## src/rtl/pcipar_pkg.sv

```systemverilog
package pcipar_pkg;

   typedef enum logic [1:0] {
      LINE_IDLE = 2'd0,
      LINE_LOW  = 2'd1,
      LINE_PARK = 2'd2
   } line_st_e;

   typedef struct packed {
      logic sum;
      logic check;
      logic drive_ok;
   } stage1_t;

endpackage

```

## src/rtl/pcipar_fold.sv

```systemverilog
module pcipar_fold #(
   parameter int AD_W       = 32,
   parameter int BYTE_W     = 8,
   parameter bit LANE_SPLIT = 1'b1
) (
   input  logic [AD_W-1:0]        ad_i,
   input  logic [AD_W/BYTE_W-1:0] cbe_i,
   output logic                   sum_o
);
   localparam int LANES = AD_W / BYTE_W;

   generate
      if (AD_W % BYTE_W != 0) begin : g_bad_width
         $error("pcipar_fold: AD_W must be a multiple of BYTE_W");
      end
      if (LANES < 1) begin : g_bad_lanes
         $error("pcipar_fold: at least one lane required");
      end

      if (LANE_SPLIT) begin : g_lanes
         logic [LANES-1:0] lane_sum;
         for (genvar i = 0; i < LANES; i++) begin : g_lane
            assign lane_sum[i] = (^ad_i[i*BYTE_W +: BYTE_W]) ^ cbe_i[i];
         end
         assign sum_o = ^lane_sum;
      end else begin : g_flat
         assign sum_o = ^{ad_i, cbe_i};
      end
   endgenerate
endmodule

```

## src/rtl/pcipar_align.sv

```systemverilog
module pcipar_align
   import pcipar_pkg::*;
#(
   parameter int AD_W       = 32,
   parameter int BYTE_W     = 8,
   parameter bit LANE_SPLIT = 1'b1
) (
   input  logic                   clk,
   input  logic                   rst_n,
   input  logic [AD_W-1:0]        ad_in,
   input  logic [AD_W/BYTE_W-1:0] cbe_n_in,
   input  logic                   par_in,
   input  logic                   irdy_n_in,
   input  logic                   trdy_n_in,
   input  logic                   tgt_wr_in,
   input  logic                   init_rd_in,
   input  logic                   resp_en_in,
   output logic                   err_evt,
   output logic                   drv_req
);
   localparam int LANES = AD_W / BYTE_W;

   logic    word_sum;
   logic    phase_ok;
   stage1_t s1_q;

   pcipar_fold #(
      .AD_W      (AD_W),
      .BYTE_W    (BYTE_W),
      .LANE_SPLIT(LANE_SPLIT)
   ) fold_i (
      .ad_i (ad_in),
      .cbe_i(cbe_n_in[LANES-1:0]),
      .sum_o(word_sum)
   );

   assign phase_ok = !irdy_n_in && !trdy_n_in && (tgt_wr_in || init_rd_in);

   always_ff @(posedge clk or negedge rst_n) begin
      if (!rst_n) begin
         s1_q <= '0;
      end else begin
         s1_q.sum      <= word_sum;
         s1_q.check    <= phase_ok;
         s1_q.drive_ok <= resp_en_in;
      end
   end

   assign err_evt = s1_q.check && (s1_q.sum ^ par_in);
   assign drv_req = err_evt && s1_q.drive_ok;

   assert_ready_gate_R3: assert property (@(posedge clk) disable iff (!rst_n)
      err_evt |-> $past(!irdy_n_in && !trdy_n_in));

   assert_role_gate_R4: assert property (@(posedge clk) disable iff (!rst_n)
      err_evt |-> $past(tgt_wr_in || init_rd_in));
endmodule

```

## src/rtl/pcipar_line.sv

```systemverilog
module pcipar_line
   import pcipar_pkg::*;
(
   input  logic clk,
   input  logic rst_n,
   input  logic drv_req,
   output logic perr_n_out,
   output logic perr_oe
);
   line_st_e st_q, st_d;

   always_comb begin
      if (drv_req)               st_d = LINE_LOW;
      else if (st_q == LINE_LOW) st_d = LINE_PARK;
      else                       st_d = LINE_IDLE;
   end

   always_ff @(posedge clk or negedge rst_n) begin
      if (!rst_n) st_q <= LINE_IDLE;
      else        st_q <= st_d;
   end

   assign perr_n_out = (st_q != LINE_LOW);
   assign perr_oe    = (st_q != LINE_IDLE);

   assert_low_follows_req_R2: assert property (@(posedge clk) disable iff (!rst_n)
      drv_req |=> (!perr_n_out && perr_oe));

   assert_park_high_R6: assert property (@(posedge clk) disable iff (!rst_n)
      (!perr_n_out && !drv_req) |=> (perr_oe && perr_n_out));

   assert_release_after_high_R6: assert property (@(posedge clk) disable iff (!rst_n)
      $fell(perr_oe) |-> $past(perr_n_out));

   assert_no_gap_R7: assert property (@(posedge clk) disable iff (!rst_n)
      (!perr_n_out && drv_req) |=> !perr_n_out);
endmodule

```

## src/rtl/pcipar_sticky.sv

```systemverilog
module pcipar_sticky (
   input  logic clk,
   input  logic rst_n,
   input  logic set_i,
   input  logic clr_i,
   output logic stat_o
);
   always_ff @(posedge clk or negedge rst_n) begin
      if (!rst_n)     stat_o <= 1'b0;
      else if (set_i) stat_o <= 1'b1;
      else if (clr_i) stat_o <= 1'b0;
   end

   assert_set_wins_R8: assert property (@(posedge clk) disable iff (!rst_n)
      set_i |=> stat_o);

   assert_clear_cause_R8: assert property (@(posedge clk) disable iff (!rst_n)
      $fell(stat_o) |-> $past(clr_i));
endmodule

```

## src/rtl/pci_parity_guard.sv

```systemverilog
module pci_parity_guard #(
   parameter int AD_W       = 32,
   parameter int BYTE_W     = 8,
   parameter bit LANE_SPLIT = 1'b1
) (
   input  logic                   clk,
   input  logic                   rst_n,
   input  logic [AD_W-1:0]        ad_in,
   input  logic [AD_W/BYTE_W-1:0] cbe_n_in,
   input  logic                   par_in,
   input  logic                   irdy_n_in,
   input  logic                   trdy_n_in,
   input  logic                   tgt_wr_in,
   input  logic                   init_rd_in,
   input  logic                   resp_en_in,
   input  logic                   stat_clr,
   output logic                   perr_n_out,
   output logic                   perr_oe,
   output logic                   par_err_stat
);
   logic err_evt;
   logic drv_req;

   pcipar_align #(
      .AD_W      (AD_W),
      .BYTE_W    (BYTE_W),
      .LANE_SPLIT(LANE_SPLIT)
   ) align_i (
      .clk       (clk),
      .rst_n     (rst_n),
      .ad_in     (ad_in),
      .cbe_n_in  (cbe_n_in),
      .par_in    (par_in),
      .irdy_n_in (irdy_n_in),
      .trdy_n_in (trdy_n_in),
      .tgt_wr_in (tgt_wr_in),
      .init_rd_in(init_rd_in),
      .resp_en_in(resp_en_in),
      .err_evt   (err_evt),
      .drv_req   (drv_req)
   );

   pcipar_line line_i (
      .clk       (clk),
      .rst_n     (rst_n),
      .drv_req   (drv_req),
      .perr_n_out(perr_n_out),
      .perr_oe   (perr_oe)
   );

   pcipar_sticky sticky_i (
      .clk   (clk),
      .rst_n (rst_n),
      .set_i (err_evt),
      .clr_i (stat_clr),
      .stat_o(par_err_stat)
   );

   assert_enable_gate_R5: assert property (@(posedge clk) disable iff (!rst_n)
      !perr_n_out |-> $past(resp_en_in, 2));

   assert_low_implies_status_R5: assert property (@(posedge clk) disable iff (!rst_n)
      !perr_n_out |-> par_err_stat);
endmodule

```

## config.mk

```make
export PLATFORM = sky130hd
export DESIGN_NAME = pci_parity_guard
export DESIGN_NICKNAME = d
export VERILOG_FILES = /design/src/rtl/pcipar_pkg.sv /design/src/rtl/pcipar_fold.sv /design/src/rtl/pcipar_align.sv /design/src/rtl/pcipar_line.sv /design/src/rtl/pcipar_sticky.sv /design/src/rtl/pci_parity_guard.sv
export SDC_FILE = /design/constraint.sdc
export NUM_CORES = 1
export LEC_CHECK = 0
export ABC_AREA = 1
export BUFFER_PORTS_ARGS = -buffer_cell sky130_fd_sc_hd__buf_2
export CAP_MARGIN = 20
export CORE_UTILIZATION = 40
export DETAILED_ROUTE_END_ITERATION = 8
export PLACE_DENSITY = 0.83
export SYNTH_ARGS = -nofsm -noshare
export SYNTH_HDL_FRONTEND = slang
export SYNTH_HIERARCHICAL = 1
export SYNTH_SLANG_ARGS = --single-unit
```

## constraint.sdc

```tcl
create_clock -name clk -period 0.9 [get_ports clk]
set_input_delay 0.09 -clock clk [delete_from_list [all_inputs] [get_ports clk]]
set_output_delay 0.09 -clock clk [all_outputs]
set_load 0.01 [all_outputs]
```

==> results of run 1 <==
[metrics by stage]
stage                     cells  TNS (ps)   util
after CTS                   220      -177  0.631
final                       221      -200  0.680
after global routing        221      -495  0.680
after global placement      213      -140  0.597
after detailed placement    213      -203  0.597
after floorplan             141         0      -
[worst max path at each step]
stage,from,endpoint
finish,line_i/st_q[0]$_DFF_PN0_,perr_oe
global route,line_i/st_q[0]$_DFF_PN0_,perr_oe
CTS,line_i/st_q[1]$_DFF_PN0_,perr_oe
detailed placement,ad_in[8],align_i/s1_q[2]$_DFF_PN0_
global placement,ad_in[0],align_i/s1_q[2]$_DFF_PN0_
floorplan,ad_in[0],align_i/s1_q[2]$_DFF_PN0_
[final cells by class]
class / count / area [µm²]
Multi-Input combinational cell: 107 / 611
Timing Repair Buffer: 52 / 305
Tap cell: 25 / 31.3
Inverter: 28 / 105
Clock buffer: 3 / 22.5
Sequential cell: 6 / 150
Fill cell: 177 / 577
[what timing repair did]
item / CTS / global route
hold buffers: 3 / 0
setup buffers: 1 / 1
gates resized for setup: 0 / 25
hold endpoints to repair: 8 / 0
endpoints found under the setup margin: 2 / 4
pin swaps: 0 / 23
[logic make-up (layout without fill, tap and decap cells)]
logic type / after synthesis / in the layout / share of synthesized area
xor+xnor: 20 / 20 / 0.216
buf+inv: 28 / 83 / 0.130
flops: 6 / 6 / 0.185
simple gates: 87 / 87 / 0.468
[state kept, by name, summed over array words and instances, names as in the netlist]
signal and flops:
align_i/s1_q 3, line_i/st_q 2, sticky_i/stat_o 1
[routing by layer]
| layer | GRT usage | vias up | routed length (µm) | share of wire |
|---|---|---|---|---|
| li1 | - | 523 | - | - |
| met1 | 0.141 | 423 | 629 | 0.33 |
| met2 | 0.414 | 23 | 1200 | 0.63 |
| met3 | 0.0115 | 0 | 67 | 0.035 |
| met4 | 0.0514 | 0 | 0 | 0 |
| met5 | 0 | - | 0 | 0 |
[power groups by stage]
stage	sequential, mW	combinational (mW)	clock (mW)
4_1_cts	0.328	0.647	0.243
3_5_place_dp	0.332	0.631	0
3_3_place_gp	0.331	0.590	0
5_1_grt	0.338	0.830	0.261
6_report	0.333	0.730	0.231
2_1_floorplan	0.334	0.425	0
[critical path: cells and delay by family, from the launching register on]
kind / cells / cell delay, ps
DFF: 1 / 360
and+or+nand+nor: 1 / 210
buffers and inverters: 1 / 130
[cell usage in the layout, fill, tap and decap left out]
cell / n
buf_2: 43
buf_4: 2
buf_6: 4
clkbuf_4: 3
dfrtp_1: 6
dlygate4sd3_1: 3
inv_1: 17
inv_2: 11
nand2_1: 52
nand2_2: 14
nand2_4: 2
nand3_1: 10
nand3_2: 2
nor2_1: 3
nor2_2: 1
nor3_1: 1
nor3_4: 1
or2_1: 1
xnor2_1: 7
xnor2_2: 1
xor2_1: 11
xor2_2: 1
==> out/metrics.yaml, run 1 <==
sta:
  fin_hold_ws_ps: 19.3
  relSlewSlack: 0.864
  fin_worst_skew_ps: 1.65
  max_freq_ghz: 0.968
  timing.final.hold_violations: 0
  setup_viol: 4
  layout_setup_ws_ps: -133
  finalCriticalPeriod_ps: 1030
  tightest_slew_ps: 204
  post-route-period-util: 1.15
  rsz0062_at_grt: "true"
  final_max_slew_viol_count: 0
setup_path:
  slowest_delay_ps: 360
  crit_path_end_kind: "primary output"
  r2r-start: "align_i/s1_q[2]$_DFF_PN0_"
  path_class: "reg -> out"
  arrival_ps: 940
  worstPathRequired_ps: 810
  worstSetupStartpointType: "flop"
  reg2reg_to: "line_i/st_q[0]$_DFF_PN0_"
  rr_worst_depth: 4
  cp_max_fo: 2
  crit_slowest_cell: "dfrtp_1"
  crit_chain: "or2_1 -> buf_2"
  rrSetupSlack_ps: -20
synth:
  syn-cell-area_um2: 810
  synthArstFlopShare: 1.00
  synth_top_area_share: 0.264
  netlist_instances: 141
  yosys.cell_types.count: 12
  synth.net_count: 186
  synth_seq_area_share: 0.185
  synth.most_common_cell: "nand2_1"
  synthTopCellsByCount: "nand2_1, inv_1, nand3_1, xor2_1, nand2_2"
  ys_ff_latch: 6
  synth_area_per_cell_um2: 5.74
  yosys.area.top_type: "nand2_1"
  yosys_warnings: 6
  synthTopCellsByArea: "nand2_1, dfrtp_1, xor2_1, inv_1, xnor2_1"
  synth-edff-count: 0
  synthFlopType: "dfrtp_1"
grt:
  grt_pass1_vias: 896
  antenna_found_initial: 0
  grt.total_usage: 0.175
  grt_pass1_wl_mm: 2.89
  overflow: 0
  grt_max_degree: 7
hold_path:
  hp-class: "in -> reg"
  hold_end: "align_i/s1_q[1]$_DFF_PN0_"
  whs_path_depth: 2
  hp-start: "trdy_n_in"
cts:
  clock_path_buffers: 2
  cts_tree: "built"
  clk_pin_slew_ps: 40
  numCtsBuffers: 3
  clkSinkCount: 6
  cts_htree_levels: 1
  cts_root_buffer: "clkbuf_4"
  clk-insertion-delay-late_ps: 230
status:
  violations: "setup timing"
  status: "complete, but fails checks"
pwr:
  power_density_mw_per_mm2: 1060
  p_sw_frac: 0.393
  power_frac_seq: 0.257
  p_comb_frac: 0.564
  p_leak_nw: 0.765
  clockPowerShare: 0.178
  internal-power_mw: 0.785
  vdd_ir_drop_max_mv: 0.500
  power.switching_mw: 0.509
  power_mw: 1.29
cells_and_area:
  layout.nets: 243
  syn_to_final_growth_pct: 51.3
  diodes: 0
  drive_gt1_frac: 0.434
  final_area_mm2: 0.00122
drt:
  via_per_inst: 4.38
  finalWirelength_mm: 1.90
  dr.first_iter.drc_count: 4
  num_vias: 969
  detail-route-antenna-nets: 0
  dr.pass1.iters: 4
  wl_per_cell_um: 8.59
  drc_errors: 0
flow_run:
  maxCapViolations: 0
floorplan:
  ioPinCount: 48
  fp.dieH_um: 47.0
  die-width_um: 47.0
  fp.coreArea_mm2: 0.00180
  dieArea_mm2: 0.00221
  num_rows: 15
  initial_core_util: 0.449
placement:
  place_area_mm2: 0.00108
  pre_cts_slack_ps: -203
  hpwlAfterDp_mm: 1.53
  place_congestion: 0.610
  portBuffers: 47
Power figures use the tool's default switching activity.
==> run 2: changes to the inputs <==
--- a/config.mk
+++ b/config.mk
@@ -10,7 +10,7 @@
 export CAP_MARGIN = 20
 export CORE_UTILIZATION = 40
 export DETAILED_ROUTE_END_ITERATION = 8
-export PLACE_DENSITY = 0.83
+export PLACE_DENSITY = 0.75
 export SYNTH_ARGS = -nofsm -noshare
 export SYNTH_HDL_FRONTEND = slang
 export SYNTH_HIERARCHICAL = 1
==> run 2 against run 1 <==
- combinational power about the same
- first-iteration DRC count rose to 2.5 times the previous value
- fmax about the same
- the run still ends with setup timing left
- highest routed layer unchanged
- clock skew up 3.4 ps
==> out/metrics.yaml, run 2 (synthesis gave the netlist of run 1 again) <==
drt:
  finalWirelength_mm: 1.83  # -3.8%
  num_vias: 979  # +1.0%
  via_per_inst: 4.43  # +1.0%
  dr.pass1.iters: 4  # unchanged
  dr.first_iter.drc_count: 10  # +6
  drc_errors: 0  # unchanged
  detail-route-antenna-nets: 0  # unchanged
  wl_per_cell_um: 8.26  # -3.8%
floorplan:
  initial_core_util: 0.449  # unchanged
  fp.coreArea_mm2: 0.00180  # unchanged
  die-width_um: 47.0  # unchanged
  dieArea_mm2: 0.00221  # unchanged
  num_rows: 15  # unchanged
  ioPinCount: 48  # unchanged
  fp.dieH_um: 47.0  # unchanged
placement:
  portBuffers: 47  # unchanged
  hpwlAfterDp_mm: 1.43  # -6.4%
  place_area_mm2: 0.00108  # unchanged
  place_congestion: 0.597  # -2.2%
setup_path:
  worstPathRequired_ps: 810  # about the same
  cp_max_fo: 2  # unchanged
  r2r-start: "align_i/s1_q[2]$_DFF_PN0_"
  reg2reg_to: "line_i/st_q[1]$_DFF_PN0_"
  path_class: "reg -> out"
  rrSetupSlack_ps: 60  # +80 ps
  rr_worst_depth: 4  # unchanged
  crit_start: "line_i/st_q[0]$_DFF_PN0_"
  arrival_ps: 940  # about the same
  crit_path_end_kind: "primary output"
  worstSetupStartpointType: "flop"
sta:
  tightest_slew_ps: 224  # +20.4 ps
  relSlewSlack: 0.850  # -0.0136
  setup_viol: 2  # -2
  final_max_slew_viol_count: 0  # unchanged
  post-route-period-util: 1.15  # about the same
  finalCriticalPeriod_ps: 1030  # +0.593 ps
  layout_setup_ws_ps: -134  # -0.593 ps
  timing.final.hold_violations: 0  # unchanged
  rsz0062_at_grt: "true"
  max_freq_ghz: 0.967  # about the same
  fin_worst_skew_ps: 5.09  # +3.43 ps
cts:
  cts_tree: "built"
  clock_path_buffers: 2  # unchanged
  clk_pin_slew_ps: 40  # about the same
  numCtsBuffers: 3  # unchanged
  cts_htree_levels: 1  # unchanged
  cts_root_buffer: "clkbuf_4"
  clk-insertion-delay-late_ps: 230  # about the same
  clkSinkCount: 6  # unchanged
grt:
  grt_pass1_wl_mm: 2.68  # -7.2%
  grt_pass1_vias: 849  # -5.2%
  use_met3: 0.0115  # unchanged
  grt.total_usage: 0.164  # -0.0112
  overflow: 0  # unchanged
  top_usage_layer: "met2"
  gr-usage-met1: 0.127  # -0.0142
  grt_max_degree: 7  # unchanged
  met2_usage: 0.392  # -0.0222
  antenna_found_initial: 0  # unchanged
pwr:
  power_density_mw_per_mm2: 1020  # -3.2%
  p_leak_nw: 0.778  # +1.7%
  power_mw: 1.29  # -0.30%
  vdd_ir_drop_max_mv: 0.525  # +4.9%
cells_and_area:
  final_area_mm2: 0.00126  # +3.0%
  largestRegisters: "align_i/s1_q x3, line_i/st_q x2, sticky_i/stat_o x1"
  top_register: "align_i/s1_q"
  layout.nets: 243  # unchanged
  syn_to_final_growth_pct: 55.8
  largest_reg_flops: 3  # unchanged
  regArea_um2: 150  # unchanged
  drive_gt1_frac: 0.474  # +0.0408
  final_common_cell: "buf_2"
  n_fill_cell: 154  # -13%
  multi_input_area_um2: 632  # +3.5%
  final_cell_mix: "buf_2, nand2_1, nand2_2"
  diodes: 0  # unchanged
status:
  status: "complete, but fails checks"
  violations: "setup timing"
hold_path:
  hp-start: "stat_clr"
  hp-class: "in -> reg"
  hold_end: "sticky_i/stat_o$_DFFE_PN0P_"
  whs_path_depth: 4  # +2
flow_run:
  maxCapViolations: 0  # unchanged
-- run 2: changes by cell type in the layout (fill, tap and decap cells not counted), sizes merged --
cell         previous run  this run
dlygate4sd3             3         4
buf                    49        48
-- run 2: layout make-up --
class                      instances  share of cell area
tap                               25              0.0248
timing repair buffer              52               0.250
clock buffer                       3              0.0179
multi-input combinational        107               0.501
inverter                          28              0.0873
sequential                         6               0.119
-- run 2: through the flow --
stage / setup slack (ps) / setup TNS (ps) / utilization / hold slack, ps / instances
floorplan: 13.7 / 0 / - / -206 / 141
global placement: -140 / -140 / 0.597 / -84.6 / 213
detailed placement: -194 / -194 / 0.597 / -82.5 / 213
CTS: -140 / -166 / 0.636 / 74.4 / 221
global route: -175 / -341 / 0.700 / 95.5 / 221
finish: -134 / -169 / 0.700 / 75.8 / 221
-- run 2: worst max path at each step --
stage                                endpoint  slack [ps]  cells past startpoint
detailed placement  align_i/s1_q[2]$_DFF_PN0_        -190                     15
global route                          perr_oe        -180                      2
finish                                perr_oe        -130                      2
floorplan           align_i/s1_q[2]$_DFF_PN0_          10                     14
global placement    align_i/s1_q[2]$_DFF_PN0_        -140                     13
CTS                                   perr_oe        -140                      2
-- run 2: critical path, cell delays in order (launching register included) --
cell and delay, ps:
dfrtp_1 360, or2_1 220, buf_2 130
-- run 2: timing repair --
item                                    4_1_cts  5_1_grt
gates resized for setup                       0       38
pin swaps                                     1       18
endpoints found under the hold margin         8        0
setup buffers                                 1        0
hold buffers                                  4        0
endpoints found under the setup margin        2        3
-- run 2: power breakdown --
group / internal (mW) / switching (mW) / total (mW)
clock network: 0.150 / 0.0804 / 0.230
registers: 0.311 / 0.0172 / 0.328
logic: 0.328 / 0.404 / 0.732
total: 0.788 / 0.502 / 1.29
-- run 2: routing by layer --
metal	vias to the layer above	wire length (µm)
met2	31	1140
li1	524	-
met4	0	0
met1	424	630
met5	-	0
met3	0	59
==> run 3: changes to the inputs <==
--- a/config.mk
+++ b/config.mk
@@ -10,7 +10,7 @@
 export CAP_MARGIN = 20
 export CORE_UTILIZATION = 40
 export DETAILED_ROUTE_END_ITERATION = 8
-export PLACE_DENSITY = 0.75
+export PLACE_DENSITY = 0.79
 export SYNTH_ARGS = -nofsm -noshare
 export SYNTH_HDL_FRONTEND = slang
 export SYNTH_HIERARCHICAL = 1
==> constraint.sdc (replaced) <==
create_clock -name clk -period 1 [get_ports clk]
set_input_delay 0.1 -clock clk [delete_from_list [all_inputs] [get_ports clk]]
set_output_delay 0.1 -clock clk [all_outputs]
set_load 0.01 [all_outputs]
==> run 3 against run 2 <==
- the flow still finishes with violations (setup timing)
- count of clock-buffer cells in the layout stayed put
- setup slack better by 67 ps
- design area down 11%
- die area did not move
- hold slack worse by 56 ps
- largest cell class unchanged
- wire length decreased by 13%
- cell count down 1.4%
- highest routed layer unchanged
- non-clock buffer count fell by 3
- combinational power fell by 23%
==> out/metrics.yaml, run 3 (synthesis gave the netlist of run 1 again) <==
sta:
  final_max_slew_viol_count: 0  # unchanged
  finalCriticalPeriod_ps: 1070
  post-route-period-util: 1.07
  rsz0062_at_grt: "true"
  max_freq_ghz: 0.937
  relSlewSlack: 0.873  # +0.0236
  fin_worst_skew_ps: 0.649  # -4.44 ps
  timing.final.hold_violations: 0  # unchanged
  fin_hold_ws_ps: 19.5  # -56.3 ps
  setup_viol: 1  # -1
  tightest_slew_ps: 189  # -35.2 ps
  layout_setup_ws_ps: -66.7  # +67.3 ps
grt:
  grt.total_usage: 0.158  # -0.00643
  grt_pass1_vias: 810  # -4.6%
  grt_max_degree: 7  # unchanged
  grt_pass1_wl_mm: 2.64  # -1.6%
  antenna_found_initial: 0  # unchanged
  overflow: 0  # unchanged
cells_and_area:
  largestRegisters: "align_i/s1_q x3, line_i/st_q x2, sticky_i/stat_o x1"
  final_cell_mix: "nand2_1, buf_2, inv_1"
  n_fill_cell: 192  # +25%
  syn_to_final_growth_pct: 38.2
  regArea_um2: 150  # unchanged
  post-route-util: 0.621  # -0.0792
  drive_gt1_frac: 0.337  # -0.138
  diodes: 0  # unchanged
  layout.nets: 240  # -1.2%
  multi_input_area_um2: 554  # -12%
  final_common_cell: "nand2_1"
  largest_reg_flops: 3  # unchanged
  top_register: "align_i/s1_q"
placement:
  hpwlAfterDp_mm: 1.44  # +0.92%
  place_congestion: 0.620  # +3.9%
  portBuffers: 47  # unchanged
cts:
  clkSinkCount: 6  # unchanged
  clk-insertion-delay-late_ps: 230  # about the same
  post_cts_buffers: 0  # -1
  clk_pin_slew_ps: 40  # about the same
  cts_htree_levels: 1  # unchanged
  clock_path_buffers: 2  # unchanged
  numCtsBuffers: 3  # unchanged
  cts_root_buffer: "clkbuf_4"
  post_cts_resized: 0  # unchanged
  cts_tree: "built"
pwr:
  internal-power_mw: 0.666  # -16%
  power_frac_seq: 0.276  # +0.022
  p_sw_frac: 0.377  # -0.0119
  clockPowerShare: 0.197  # +0.019
  p_leak_nw: 0.735  # -5.6%
  power_density_mw_per_mm2: 955  # -6.6%
  power.switching_mw: 0.403  # -20%
  vdd_ir_drop_max_mv: 0.450  # -14%
  p_comb_frac: 0.527  # -0.040
floorplan:
  die-width_um: 47.0  # unchanged
  fp.coreArea_mm2: 0.00180  # unchanged
  initial_core_util: 0.449  # unchanged
  fp.dieH_um: 47.0  # unchanged
  dieArea_mm2: 0.00221  # unchanged
  ioPinCount: 48  # unchanged
  num_rows: 15  # unchanged
status:
  violations: "setup timing"
  status: "complete, but fails checks"
drt:
  num_vias: 934  # -4.6%
  finalWirelength_mm: 1.59  # -13%
  wl_per_cell_um: 7.30  # -12%
  dr.first_iter.drc_count: 9  # -1
  detail-route-antenna-nets: 0  # unchanged
  drc_errors: 0  # unchanged
  via_per_inst: 4.28  # -3.3%
  dr.pass1.iters: 4  # unchanged
setup_path:
  rrSetupSlack_ps: 160  # +100 ps
  worstSetupStartpointType: "flop"
  path_class: "reg -> out"
  crit_path_end_kind: "primary output"
  cp_max_fo: 2  # unchanged
  worstPathRequired_ps: 900  # +90 ps
  arrival_ps: 970  # +30 ps
flow_run:
  maxCapViolations: 0  # unchanged
hold_path:
  hp-class: "in -> reg"
-- run 3: worst max-delay path, cell delays in order (launching register included) --
cell and delay (ps):
dfrtp_1 370, or2_1 230, buf_2 140
-- run 3: area by class of cell --
| class | instances | area share |
|---|---|---|
| multi-input combinational | 107 | 0.496 |
| timing repair buffer | 49 | 0.228 |
| sequential | 6 | 0.134 |
| inverter | 28 | 0.0940 |
| tap | 25 | 0.0280 |
| clock buffer | 3 | 0.0201 |
-- run 3: timing repair --
| action | 4_1_cts | 5_1_grt |
|---|---|---|
| hold buffers | 2 | 0 |
| hold endpoints to repair | 7 | 0 |
| endpoints found under the setup margin | 1 | 2 |
| pin swaps | 0 | 1 |
-- run 3: power by group through the flow --
stage	clock, mW	sequential (mW)	combinational, mW
2_1_floorplan	0	0.301	0.382
3_3_place_gp	0	0.298	0.532
3_5_place_dp	0	0.299	0.562
4_1_cts	0.215	0.295	0.569
5_1_grt	0.236	0.300	0.651
6_report	0.210	0.295	0.563
-- run 3: final timing paths --
| kind | start | to | cells past startpoint |
|---|---|---|---|
| max | line_i/st_q[0]$_DFF_PN0_ | perr_oe | 2 |
| min | irdy_n_in | align_i/s1_q[1]$_DFF_PN0_ | 2 |
| max reg2reg | align_i/s1_q[2]$_DFF_PN0_ | line_i/st_q[1]$_DFF_PN0_ | 4 |
| min reg2reg | sticky_i/stat_o$_DFFE_PN0P_ | sticky_i/stat_o$_DFFE_PN0P_ | 2 |
| max in group asynchronous | rst_n | align_i/s1_q[2]$_DFF_PN0_ | 2 |
| min in group asynchronous | rst_n | align_i/s1_q[1]$_DFF_PN0_ | 2 |
-- run 3: metal layers --
layer | vias up | part of all wire | global-route usage
met2 | 23 | 0.60 | 0.369
met3 | 0 | 0.038 | 0.0115
met5 | - | 0 | 0
met1 | 392 | 0.36 | 0.141
li1 | 519 | - | -
met4 | 0 | 0 | 0.0171
-- run 3: through the flow --
stage	setup TNS [ps]	setup slack, ps	power [mW]	instance area, µm²	std cells
6_report	-66.7	-66.7	1.07	1120	218
5_1_grt	-127	-126	1.19	1120	218
4_1_cts	-58.8	-58.8	1.08	1120	218
3_5_place_dp	-93.6	-93.6	0.861	1080	213
3_3_place_gp	-47.9	-47.9	0.830	1080	213
2_1_floorplan	0	104	0.683	810	141
